[src/rtl/fps_pkg.sv]
package fps_pkg;
    typedef enum logic [2:0] {
        CMD_NONE   = 3'b000,
        CMD_WRITE  = 3'b001,
        CMD_VERIFY = 3'b010,
        CMD_ERASE  = 3'b011,
        CMD_SIG    = 3'b100,
        CMD_LOCK1  = 3'b101,
        CMD_LOCK2  = 3'b110,
        CMD_LOCK3  = 3'b111
    } cmd_e;

    typedef enum logic [1:0] {
        ST_IDLE  = 2'd0,
        ST_PROG  = 2'd1,
        ST_ERASE = 2'd2
    } state_e;

    localparam logic [7:0] SIG_MAKER = 8'h1E;
    localparam logic [7:0] SIG_MODEL = 8'h52;
    localparam logic [7:0] SIG_HV    = 8'hFF;
    localparam logic [7:0] SIG_LV    = 8'h05;
endpackage

[src/rtl/fps_strobe.sv]
module fps_strobe (
    input  logic clk,
    input  logic rst_n,
    input  logic prog_n,
    output logic fall,
    output logic held
);
    logic prev_q;

    always_ff @(posedge clk or negedge rst_n) begin
        if (!rst_n) prev_q <= 1'b1;
        else        prev_q <= prog_n;
    end

    assign fall = prev_q & ~prog_n;
    assign held = ~prog_n;
endmodule

[src/rtl/fps_timer.sv]
module fps_timer #(
    parameter int CW = 6
) (
    input  logic          clk,
    input  logic          rst_n,
    input  logic          load,
    input  logic [CW-1:0] load_val,
    output logic          done
);
    logic [CW-1:0] cnt_q;

    always_ff @(posedge clk or negedge rst_n) begin
        if (!rst_n)           cnt_q <= '0;
        else if (load)        cnt_q <= load_val;
        else if (cnt_q != '0) cnt_q <= cnt_q - 1'b1;
    end

    assign done = (cnt_q == '0);
endmodule

[src/rtl/fps_array.sv]
module fps_array #(
    parameter int ADDR_W = 6
) (
    input  logic              clk,
    input  logic              rst_n,
    input  logic              wr_en,
    input  logic [ADDR_W-1:0] wr_addr,
    input  logic [7:0]        wr_data,
    input  logic [2:0]        lock_set,
    input  logic              erase,
    input  logic [ADDR_W-1:0] rd_addr,
    output logic [7:0]        rd_data,
    output logic [2:0]        locks
);
    localparam int DEPTH = 1 << ADDR_W;

    logic [7:0] mem [DEPTH];

    always_ff @(posedge clk or negedge rst_n) begin
        if (!rst_n) begin
            for (int i = 0; i < DEPTH; i++) mem[i] <= 8'hFF;
        end else if (erase) begin
            for (int i = 0; i < DEPTH; i++) mem[i] <= 8'hFF;
        end else if (wr_en) begin
            mem[wr_addr] <= mem[wr_addr] & wr_data;
        end
    end

    always_ff @(posedge clk or negedge rst_n) begin
        if (!rst_n)     locks <= 3'b000;
        else if (erase) locks <= 3'b000;
        else            locks <= locks | lock_set;
    end

    assign rd_data = mem[rd_addr];

    assert_lock_sticky_R7: assert property (@(posedge clk) disable iff (!rst_n)
        !erase |=> ((locks & $past(locks)) == $past(locks)));

    assert_erase_unlocks_R5: assert property (@(posedge clk) disable iff (!rst_n)
        erase |=> (locks == 3'b000));
endmodule

[src/rtl/fps_ctrl.sv]
module fps_ctrl
    import fps_pkg::*;
#(
    parameter int ADDR_W    = 6,
    parameter int CW        = 6,
    parameter int WRITE_CYC = 12,
    parameter int ERASE_CYC = 30
) (
    input  logic              clk,
    input  logic              rst_n,
    input  logic              fall,
    input  logic              held,
    input  logic [2:0]        cmd_raw,
    input  logic [ADDR_W-1:0] addr,
    input  logic [7:0]        din,
    input  logic              done,
    output logic              load,
    output logic [CW-1:0]     load_val,
    output logic              commit_byte,
    output logic [2:0]        lock_set,
    output logic              erase_go,
    output logic              write_busy,
    output logic [ADDR_W-1:0] wa,
    output logic [7:0]        wd,
    output logic              ready
);
    state_e state, next;
    cmd_e   cmd, cmd_q;
    logic   is_prog, is_erase;

    assign cmd      = cmd_e'(cmd_raw);
    assign is_prog  = (cmd == CMD_WRITE) || (cmd == CMD_LOCK1) ||
                      (cmd == CMD_LOCK2) || (cmd == CMD_LOCK3);
    assign is_erase = (cmd == CMD_ERASE);

    always_comb begin
        next = state;
        unique case (state)
            ST_IDLE: begin
                if (fall && is_prog)       next = ST_PROG;
                else if (fall && is_erase) next = ST_ERASE;
            end
            ST_PROG:  if (done) next = ST_IDLE;
            ST_ERASE: if (!held || done) next = ST_IDLE;
            default:  next = ST_IDLE;
        endcase
    end

    always_ff @(posedge clk or negedge rst_n) begin
        if (!rst_n) state <= ST_IDLE;
        else        state <= next;
    end

    always_ff @(posedge clk or negedge rst_n) begin
        if (!rst_n) begin
            cmd_q <= CMD_NONE;
            wa    <= '0;
            wd    <= 8'hFF;
        end else if (load) begin
            cmd_q <= cmd;
            wa    <= addr;
            wd    <= din;
        end
    end

    always_comb begin
        load        = (state == ST_IDLE) && fall && (is_prog || is_erase);
        load_val    = is_erase ? CW'(ERASE_CYC - 1) : CW'(WRITE_CYC - 1);
        commit_byte = (state == ST_PROG) && done && (cmd_q == CMD_WRITE);
        lock_set    = 3'b000;
        if ((state == ST_PROG) && done) begin
            if (cmd_q == CMD_LOCK1) lock_set = 3'b001;
            if (cmd_q == CMD_LOCK2) lock_set = 3'b010;
            if (cmd_q == CMD_LOCK3) lock_set = 3'b100;
        end
        erase_go   = (state == ST_ERASE) && held && done;
        write_busy = (state == ST_PROG) && (cmd_q == CMD_WRITE);
        ready      = (state == ST_IDLE);
    end

    assert_busy_after_start_R3: assert property (@(posedge clk) disable iff (!rst_n)
        (ready && fall && (is_prog || is_erase)) |=> !ready);

    assert_prog_holds_R2: assert property (@(posedge clk) disable iff (!rst_n)
        (state == ST_PROG && !done) |=> (state == ST_PROG));

    assert_ignore_busy_R9: assert property (@(posedge clk) disable iff (!rst_n)
        (!ready && fall) |=> ($stable(wa) && $stable(wd)));
endmodule

[src/rtl/flash_prog_seq.sv]
module flash_prog_seq
    import fps_pkg::*;
#(
    parameter int ADDR_W    = 6,
    parameter int WRITE_CYC = 12,
    parameter int ERASE_CYC = 30,
    parameter bit HIGH_VOLT = 1'b1
) (
    input  logic              clk,
    input  logic              rst_n,
    input  logic [ADDR_W-1:0] addr,
    input  logic [7:0]        din,
    input  logic [2:0]        cmd,
    input  logic              prog_n,
    output logic [7:0]        dout,
    output logic              ready
);
    localparam int MAXC = (WRITE_CYC > ERASE_CYC) ? WRITE_CYC : ERASE_CYC;
    localparam int CW   = $clog2(MAXC + 1);
    localparam logic [7:0] SIG_VOLT = HIGH_VOLT ? SIG_HV : SIG_LV;

    logic              fall, held, done, load;
    logic [CW-1:0]     load_val;
    logic              commit_byte, erase_go, write_busy;
    logic [2:0]        lock_set, locks;
    logic [ADDR_W-1:0] wa;
    logic [7:0]        wd, rd_data;

    fps_strobe u_strobe (
        .clk(clk), .rst_n(rst_n), .prog_n(prog_n), .fall(fall), .held(held)
    );

    fps_timer #(.CW(CW)) u_timer (
        .clk(clk), .rst_n(rst_n), .load(load), .load_val(load_val), .done(done)
    );

    fps_ctrl #(
        .ADDR_W(ADDR_W), .CW(CW), .WRITE_CYC(WRITE_CYC), .ERASE_CYC(ERASE_CYC)
    ) u_ctrl (
        .clk(clk), .rst_n(rst_n), .fall(fall), .held(held), .cmd_raw(cmd),
        .addr(addr), .din(din), .done(done), .load(load), .load_val(load_val),
        .commit_byte(commit_byte), .lock_set(lock_set), .erase_go(erase_go),
        .write_busy(write_busy), .wa(wa), .wd(wd), .ready(ready)
    );

    fps_array #(.ADDR_W(ADDR_W)) u_array (
        .clk(clk), .rst_n(rst_n), .wr_en(commit_byte), .wr_addr(wa),
        .wr_data(wd), .lock_set(lock_set), .erase(erase_go),
        .rd_addr(addr), .rd_data(rd_data), .locks(locks)
    );

    always_comb begin
        dout = 8'h00;
        if (cmd == CMD_VERIFY) begin
            if (locks[0] || locks[1])            dout = 8'hFF;
            else if (write_busy && (addr == wa)) dout = {~wd[7], rd_data[6:0]};
            else                                 dout = rd_data;
        end else if (cmd == CMD_SIG) begin
            if (addr == ADDR_W'(8'h30))      dout = SIG_MAKER;
            else if (addr == ADDR_W'(8'h31)) dout = SIG_MODEL;
            else if (addr == ADDR_W'(8'h32)) dout = SIG_VOLT;
        end
    end
endmodule

[config.mk]
export PLATFORM = sky130hd
export DESIGN_NAME = flash_prog_seq
export DESIGN_NICKNAME = d
export VERILOG_FILES = /design/src/rtl/fps_pkg.sv /design/src/rtl/fps_strobe.sv /design/src/rtl/fps_timer.sv /design/src/rtl/fps_array.sv /design/src/rtl/fps_ctrl.sv /design/src/rtl/flash_prog_seq.sv
export SDC_FILE = /design/constraint.sdc
export NUM_CORES = 1
export LEC_CHECK = 0
export BUFFER_PORTS_ARGS = -buffer_cell sky130_fd_sc_hd__buf_2
export CAP_MARGIN = 20
export CORE_MARGIN = 3
export CORE_UTILIZATION = 50
export CTS_BUF_LIST = sky130_fd_sc_hd__clkbuf_4
export CTS_CLUSTER_SIZE = 10
export DETAILED_ROUTE_END_ITERATION = 16
export PLACE_DENSITY = 0.65
export RECOVER_POWER = 25
export SYNTH_ARGS = -nofsm -noshare
export SYNTH_HDL_FRONTEND = slang
export SYNTH_SLANG_ARGS = --single-unit
[constraint.sdc]
create_clock -name clk -period 3.5 [get_ports clk]
set_input_delay 0.35 -clock clk [delete_from_list [all_inputs] [get_ports clk]]
set_output_delay 0.35 -clock clk [all_outputs]
set_load 0.02 [all_outputs]
==> results of run 1 <==
what timing repair did:
| item | in CTS | in global routing |
|---|---|---|
| gates resized for setup | 23 | 22 |
| pin swaps | 7 | 8 |
| setup endpoints to repair | 7 | 48 |
| hold buffers | 21 | 0 |
| cloned | 0 | 0 |
| endpoints found under the hold margin | 112 | 0 |
| setup buffers | 3 | 14 |
area by class of cell:
| type | instances | area (sq um) |
|---|---|---|
| diodes | 6 | 15.0 |
| clock buffers | 226 | 1700 |
| clock inverters | 44 | 256 |
| fillers | 5464 | 25800 |
| inverters | 14 | 52.6 |
| multi-input cells | 2318 | 16600 |
| flip-flops and latches | 539 | 14200 |
| well taps | 846 | 1060 |
| repair buffers | 398 | 3580 |
logic make-up (layout without fill, tap and decap cells):
group	count (synthesis)	in the layout	share of synthesized area
fa+ha+maj	1	1	0.000391
compound gates	958	958	0.183
buf+inv	341	682	0.0478
flops	539	539	0.442
simple gates	1039	1039	0.162
mux	312	312	0.163
other cells	0	6	0
xor+xnor	8	8	0.00219
power by group:
part	internal [mW]	leakage (nW)	total (mW)	switching [mW]
registers	7.01	5.60	7.96	0.951
clock network	3.11	1.15	6.10	2.99
logic	3.55	8.00	10.4	6.89
total	13.7	14.8	24.5	10.8
sequential cells by signal, indices dropped and copies added (netlist names):
name	cells
u_array.locks	2
u_array.mem	512
u_ctrl.cmd_q	3
u_ctrl.state	2
u_ctrl.wa	6
u_ctrl.wd	8
u_strobe.prev_q	1
u_timer.cnt_q	5
worst max-delay path by stage:
stage,startpoint,endpoint,slack [ns],cells after the start
CTS,u_array.mem[347],dout[3],-0.12,6
detailed placement,u_ctrl.wa[0],u_array.mem[298],0.13,10
floorplan,addr[2],dout[7],0.43,7
finish,u_array.mem[323],dout[3],-0.11,6
global route,u_array.mem[323],dout[3],-0.17,6
global placement,u_ctrl.wa[0],u_array.mem[314],0.16,10
per-stage QoR:
step | TNS (ns) | instances
CTS | -0.379 | 4371
finish | -1.30 | 4391
global placement | 0 | 4078
global route | -5.79 | 4388
detailed placement | 0 | 4078
floorplan | 0 | 3198
cell usage in the layout (no fill, tap or decap), types with 13 or more instances in the layout:
cell type	instances
dfstp_2	519
nor3_1	411
a21oi_1	346
o21ai_0	308
buf_4	298
clkbuf_4	228
nor2_1	184
mux4_2	159
nand2_1	143
mux2i_1	98
or3_1	94
nand3_1	55
a21oi_2	53
mux2_2	48
buf_12	46
a221oi_1	42
and3_1	34
clkinv_1	33
o22ai_1	33
a221o_1	31
a22oi_1	26
dlygate4sd3_1	21
buf_2	18
or2_2	17
a22o_1	16
dfrtp_1	13
worst reg2reg max path: cells and delay by family (launching register included):
family	cells	cell delay [ns]
simple gates	1	0.30
buf+inv	5	1.55
flops	1	0.55
compound gates	4	1.04
per-layer routing:
layer	wire length [microns]	vias up	share of wire
met4	11800	0	0.079
met5	0	-	0
li1	-	12600	-
met1	54800	15600	0.37
met3	20700	637	0.14
met2	62500	2554	0.42
==> results.sh, run 1 <==
export IMPL_drv_slew=97
export IMPL_ff2ff_setup_slack_ns=-0.06
export IMPL_worstReg2RegEnd="u_array.mem[417]"
export IMPL_fp_dieArea_sq_mm=0.0671
export IMPL_root_buffer="clkbuf_4"
export IMPL_hold_path_class="input port to flip-flop"
export IMPL_grt_busiest_layer="met2"
export IMPL_final_util=0.592
export IMPL_p_per_area_mw_per_mm2=655
export IMPL_period_share=1.03
export IMPL_netlist_area_sq_mm=0.0320
export IMPL_synth_seq_cells=539
export IMPL_pre_cts_ws_ns=0.128
export IMPL_use_met3=0.154
export IMPL_clock_skew_ns=0.0779
export IMPL_hpwl_mm=105
export IMPL_crit_arrival_ns=3.26
export IMPL_boundaryPins=29
export IMPL_cp_common_cell="mux4_2"
export IMPL_violations="max-capacitance violations, max-slew violations, negative setup slack"
export IMPL_hold_end="u_ctrl.wd[0]"
export IMPL_cts_htree_levels=4
export IMPL_synth_ff_type="dfstp_2"
export IMPL_max_stage_delay_ns=0.58
export IMPL_rr_worst_depth=10
export IMPL_antenna_found_initial=5
export IMPL_holdWs_ns=0.0573
export IMPL_hold_viol=0
export IMPL_holdPathStages=4
export IMPL_required_ns=3.15
export IMPL_drtAntennaViolNets=0
export IMPL_clock_path_buffers=3
export IMPL_die_w_microns=259
export IMPL_clkTransAtPathRegs_ns=0.07
export IMPL_synth_area_leaders="dfstp_2 (43%), mux4_2 (11%), nor3_1 (6.5%)"
export IMPL_status="complete, but fails checks"
export IMPL_wirelength_mm=150
export IMPL_max_slew_margin_rel=-1.08
export IMPL_fp_row_count=92
export IMPL_drc_errors=0
export IMPL_numCtsBuffers=153
export IMPL_critical_path_top_delay_family="multiplexers"
export IMPL_grt_pass1_wl_mm=216
export IMPL_met2_usage=0.625
export IMPL_slowest_stage="mux4_2"
export IMPL_grt_max_degree=118
export IMPL_coreArea_sq_mm=0.0632
export IMPL_dr_pass1_iters=7
export IMPL_cp_start_kind="flip-flop"
export IMPL_globalRoute_totalOverflow=0
export IMPL_cap_violations=1
export IMPL_worstMarginPinSlew_ns=3.12
export IMPL_setup_viol=62
export IMPL_insertion_delay_ns=1.05
export IMPL_grt_usage=0.445
export IMPL_via_per_inst=7.14
export IMPL_syn_inst=3198
export IMPL_path_cells="mux4_2 > mux4_2 > mux2i_2 > o2111ai_1 > a21o_1 > buf_6"
export IMPL_gp_congestion=1.02
export IMPL_seq_area_frac_synth=0.442
export IMPL_syn_avg_cell_area_sq_um=10.0
export IMPL_ys_warn_count=0
export IMPL_drt_initial_drc_count=4697
export IMPL_reg2reg_from="u_ctrl.wa[1]"
export IMPL_cp_max_fo=3
export IMPL_drive_gt1_frac=0.416
export IMPL_die_height_microns=259
export IMPL_synth_most_common_cell="dfstp_2"
export IMPL_placed_area_sq_mm=0.0350
export IMPL_start_util=0.507
export IMPL_cp_end_kind="output port"
export IMPL_critical_path_class="flip-flop to output port"
export IMPL_synth_edf_count=0
export IMPL_p_leak_nw=14.8
export IMPL_first_global_vias=30200
export IMPL_path_buf_inv=1
export IMPL_async_flop_share=1.00
export IMPL_dr_total_vias=31400
export IMPL_synth_nets=3219
export IMPL_io_buffers=28
export IMPL_tritoncts="built"
export IMPL_min_delay_start="din[0]"
export IMPL_routedWlPerCell_microns=34.1
export IMPL_synth_top_cell_area_share=0.428
export IMPL_yosysUniqueCellTypes=78
export IMPL_irDropWorstVdd_v=0.000621
export IMPL_power_total_mw=24.5
export IMPL_synth_area_leader_cell="dfstp_2"
export IMPL_grt_setup_unrepaired="true"
export IMPL_syn_to_final_growth_pct=16.8
export IMPL_met1_usage=0.581
export IMPL_nets=3445
export IMPL_fin_area_sq_mm=0.0374
export IMPL_fmax_ghz=0.277
export IMPL_fin_ws_ns=-0.106
export IMPL_timing_final_crit_period_ns=3.61
export IMPL_cts_sinks=539
export IMPL_yosys_top_cells_count="dfstp_2 (521), nor3_1 (413), a21oi_1 (350), o21ai_0 (310), clkbuf_1 (220)"
No activity file was read; power rests on OpenSTA's default activity.
==> inputs of run 2 (changes only) <==
CORE_ASPECT_RATIO = 0.7   (was unset)
==> results.sh, run 2 (same netlist as run 1, synthesis figures left out) <==
export IMPL_p_per_area_mw_per_mm2=650
export IMPL_fin_ws_ns=-0.129
export IMPL_status="complete, but fails checks"
export IMPL_first_global_vias=30200
export IMPL_cp_start_kind="flip-flop"
export IMPL_worstMarginPinSlew_ns=3.17
export IMPL_hold_path_class="input port to flip-flop"
export IMPL_clock_skew_ns=0.0516
export IMPL_pre_cts_ws_ns=-0.420
export IMPL_drt_initial_drc_count=5750
export IMPL_die_height_microns=218
export IMPL_timing_final_crit_period_ns=3.63
export IMPL_via_per_inst=7.28
export IMPL_p_leak_nw=14.9
export IMPL_insertion_delay_ns=1.08
export IMPL_start_util=0.513
export IMPL_io_buffers=28
export IMPL_holdWs_ns=0.115
export IMPL_setup_viol=71
export IMPL_root_buffer="clkbuf_4"
export IMPL_multiInputGateArea_sq_mm=0.0167
export IMPL_cts_htree_levels=4
export IMPL_dr_pass1_iters=6
export IMPL_reg_top3="u_array.mem (512), u_ctrl.wd (8), u_ctrl.wa (6)"
export IMPL_largest_register_ffs=512
export IMPL_grt_setup_unrepaired="true"
export IMPL_fmax_ghz=0.276
export IMPL_boundaryPins=29
export IMPL_cp_max_fo=2
export IMPL_drv_slew=96
export IMPL_hold_viol=0
export IMPL_gp_congestion=1.05
export IMPL_required_ns=3.15
export IMPL_critical_path_class="flip-flop to output port"
export IMPL_period_share=1.04
export IMPL_die_w_microns=308
export IMPL_layout_common_cells="dfstp_2 (519), nor3_1 (412), a21oi_1 (347)"
export IMPL_ff2ff_setup_slack_ns=-0.05
export IMPL_nFillCells=5328
export IMPL_drive_gt1_frac=0.415
export IMPL_routedWlPerCell_microns=34.9
export IMPL_seqCellArea_sq_mm=0.0142
export IMPL_antenna_found_initial=10
export IMPL_coreArea_sq_mm=0.0625
export IMPL_crit_arrival_ns=3.28
export IMPL_fin_cells=4359
export IMPL_top_register="u_array.mem"
export IMPL_dr_total_vias=31700
export IMPL_place_inst=4073
export IMPL_fp_dieArea_sq_mm=0.0672
export IMPL_fp_row_count=76
export IMPL_irDropWorstVdd_v=0.000455
export IMPL_globalRoute_totalOverflow=0
export IMPL_max_slew_margin_rel=-1.12
export IMPL_syn_to_final_growth_pct=17.6
export IMPL_numCtsBuffers=142
export IMPL_clock_path_buffers=3
export IMPL_grt_max_degree=101
export IMPL_tritoncts="built"
export IMPL_cap_violations=1
export IMPL_cp_end_kind="output port"
export IMPL_nets=3466
export IMPL_violations="max-capacitance violations, max-slew violations, negative setup slack"
export IMPL_hpwl_mm=108
export IMPL_cts_sinks=539
export IMPL_wirelength_mm=152
export IMPL_final_common_cell="dfstp_2"
export IMPL_drtAntennaViolNets=0
export IMPL_grt_pass1_wl_mm=218
export IMPL_clkTransAtPathRegs_ns=0.07
export IMPL_drc_errors=0
export IMPL_grt_usage=0.452
==> run 2: cell count changes in the layout (fill, tap and decap cells not counted), moves of 3 or more <==
cell           previous run  this run
buf_12                   46        60
buf_4                   298       304
clkinvlp_4                5         1
clkbuf_1                  5         8
o21ai_2                   0         3
mux2i_4                   1         5
clkinv_1                 33        26
dlygate4sd3_1            21        33
clkbuf_4                228       201
==> run 2: metrics by stage <==
step	area (sq um)	util	power [mW]	setup TNS [ns]
floorplan	32000	-	12.5	0
global placement	35200	0.564	17.7	-27.00
detailed placement	35200	0.564	17.7	-25.64
CTS	37500	0.601	23.6	-0.670
global route	37700	0.603	24.9	-0.670
finish	37700	0.603	24.5	-1.59
==> run 2: area by class of cell <==
cell class              instances  area share
inverters                      14     0.00140
flip-flops and latches        539       0.376
repair buffers                430       0.107
multi-input cells            2318       0.442
diodes                          5    0.000332
clock inverters                34     0.00641
well taps                     819      0.0272
clock buffers                 200      0.0399
==> run 2: critical path: stages (launching register included) <==
cell and delay (ns):
dfstp_2 0.39, mux4_2 0.47, mux4_2 0.60, nor2_4 0.18, nor2_4 0.05, a211oi_4 0.23
a211oi_2 0.11, buf_4 0.18
==> run 2: layer usage <==
layer  up-vias  GRT usage  part of all wire
met3       548      0.209              0.17
li1      12600          -                 -
met5         -          0            0.0012
met4        18      0.227             0.055
met2      2803      0.594              0.39
met1     15700      0.621              0.39
==> run 2: power by group <==
group          switching (mW)  internal [mW]  leakage, nW
sequential               1.07           7.00         5.60
combinational            6.86           3.78         8.23
clock                    2.85           2.90         1.04
total                    10.8           13.7         14.9
==> run 2: what timing repair did <==
item,CTS,global route
setup endpoints to repair,136,159
pin swaps,11,7
buffers inserted,4,10
cloned,0,0
hold buffers,33,0
hold endpoints to repair,118,0
resized for setup,39,17
==> run 2: final timing paths <==
kind,start,to,cells past startpoint
max,u_array.mem[145],dout[1],7
min,cmd[2],u_ctrl.cmd_q[2],4
max reg2reg,u_ctrl.wa[0],u_array.mem[382],11
min reg2reg,u_ctrl.wd[4],u_ctrl.wd[4],2
max in group asynchronous,rst_n,u_array.mem[238],3
min in group asynchronous,rst_n,u_ctrl.wa[5],2
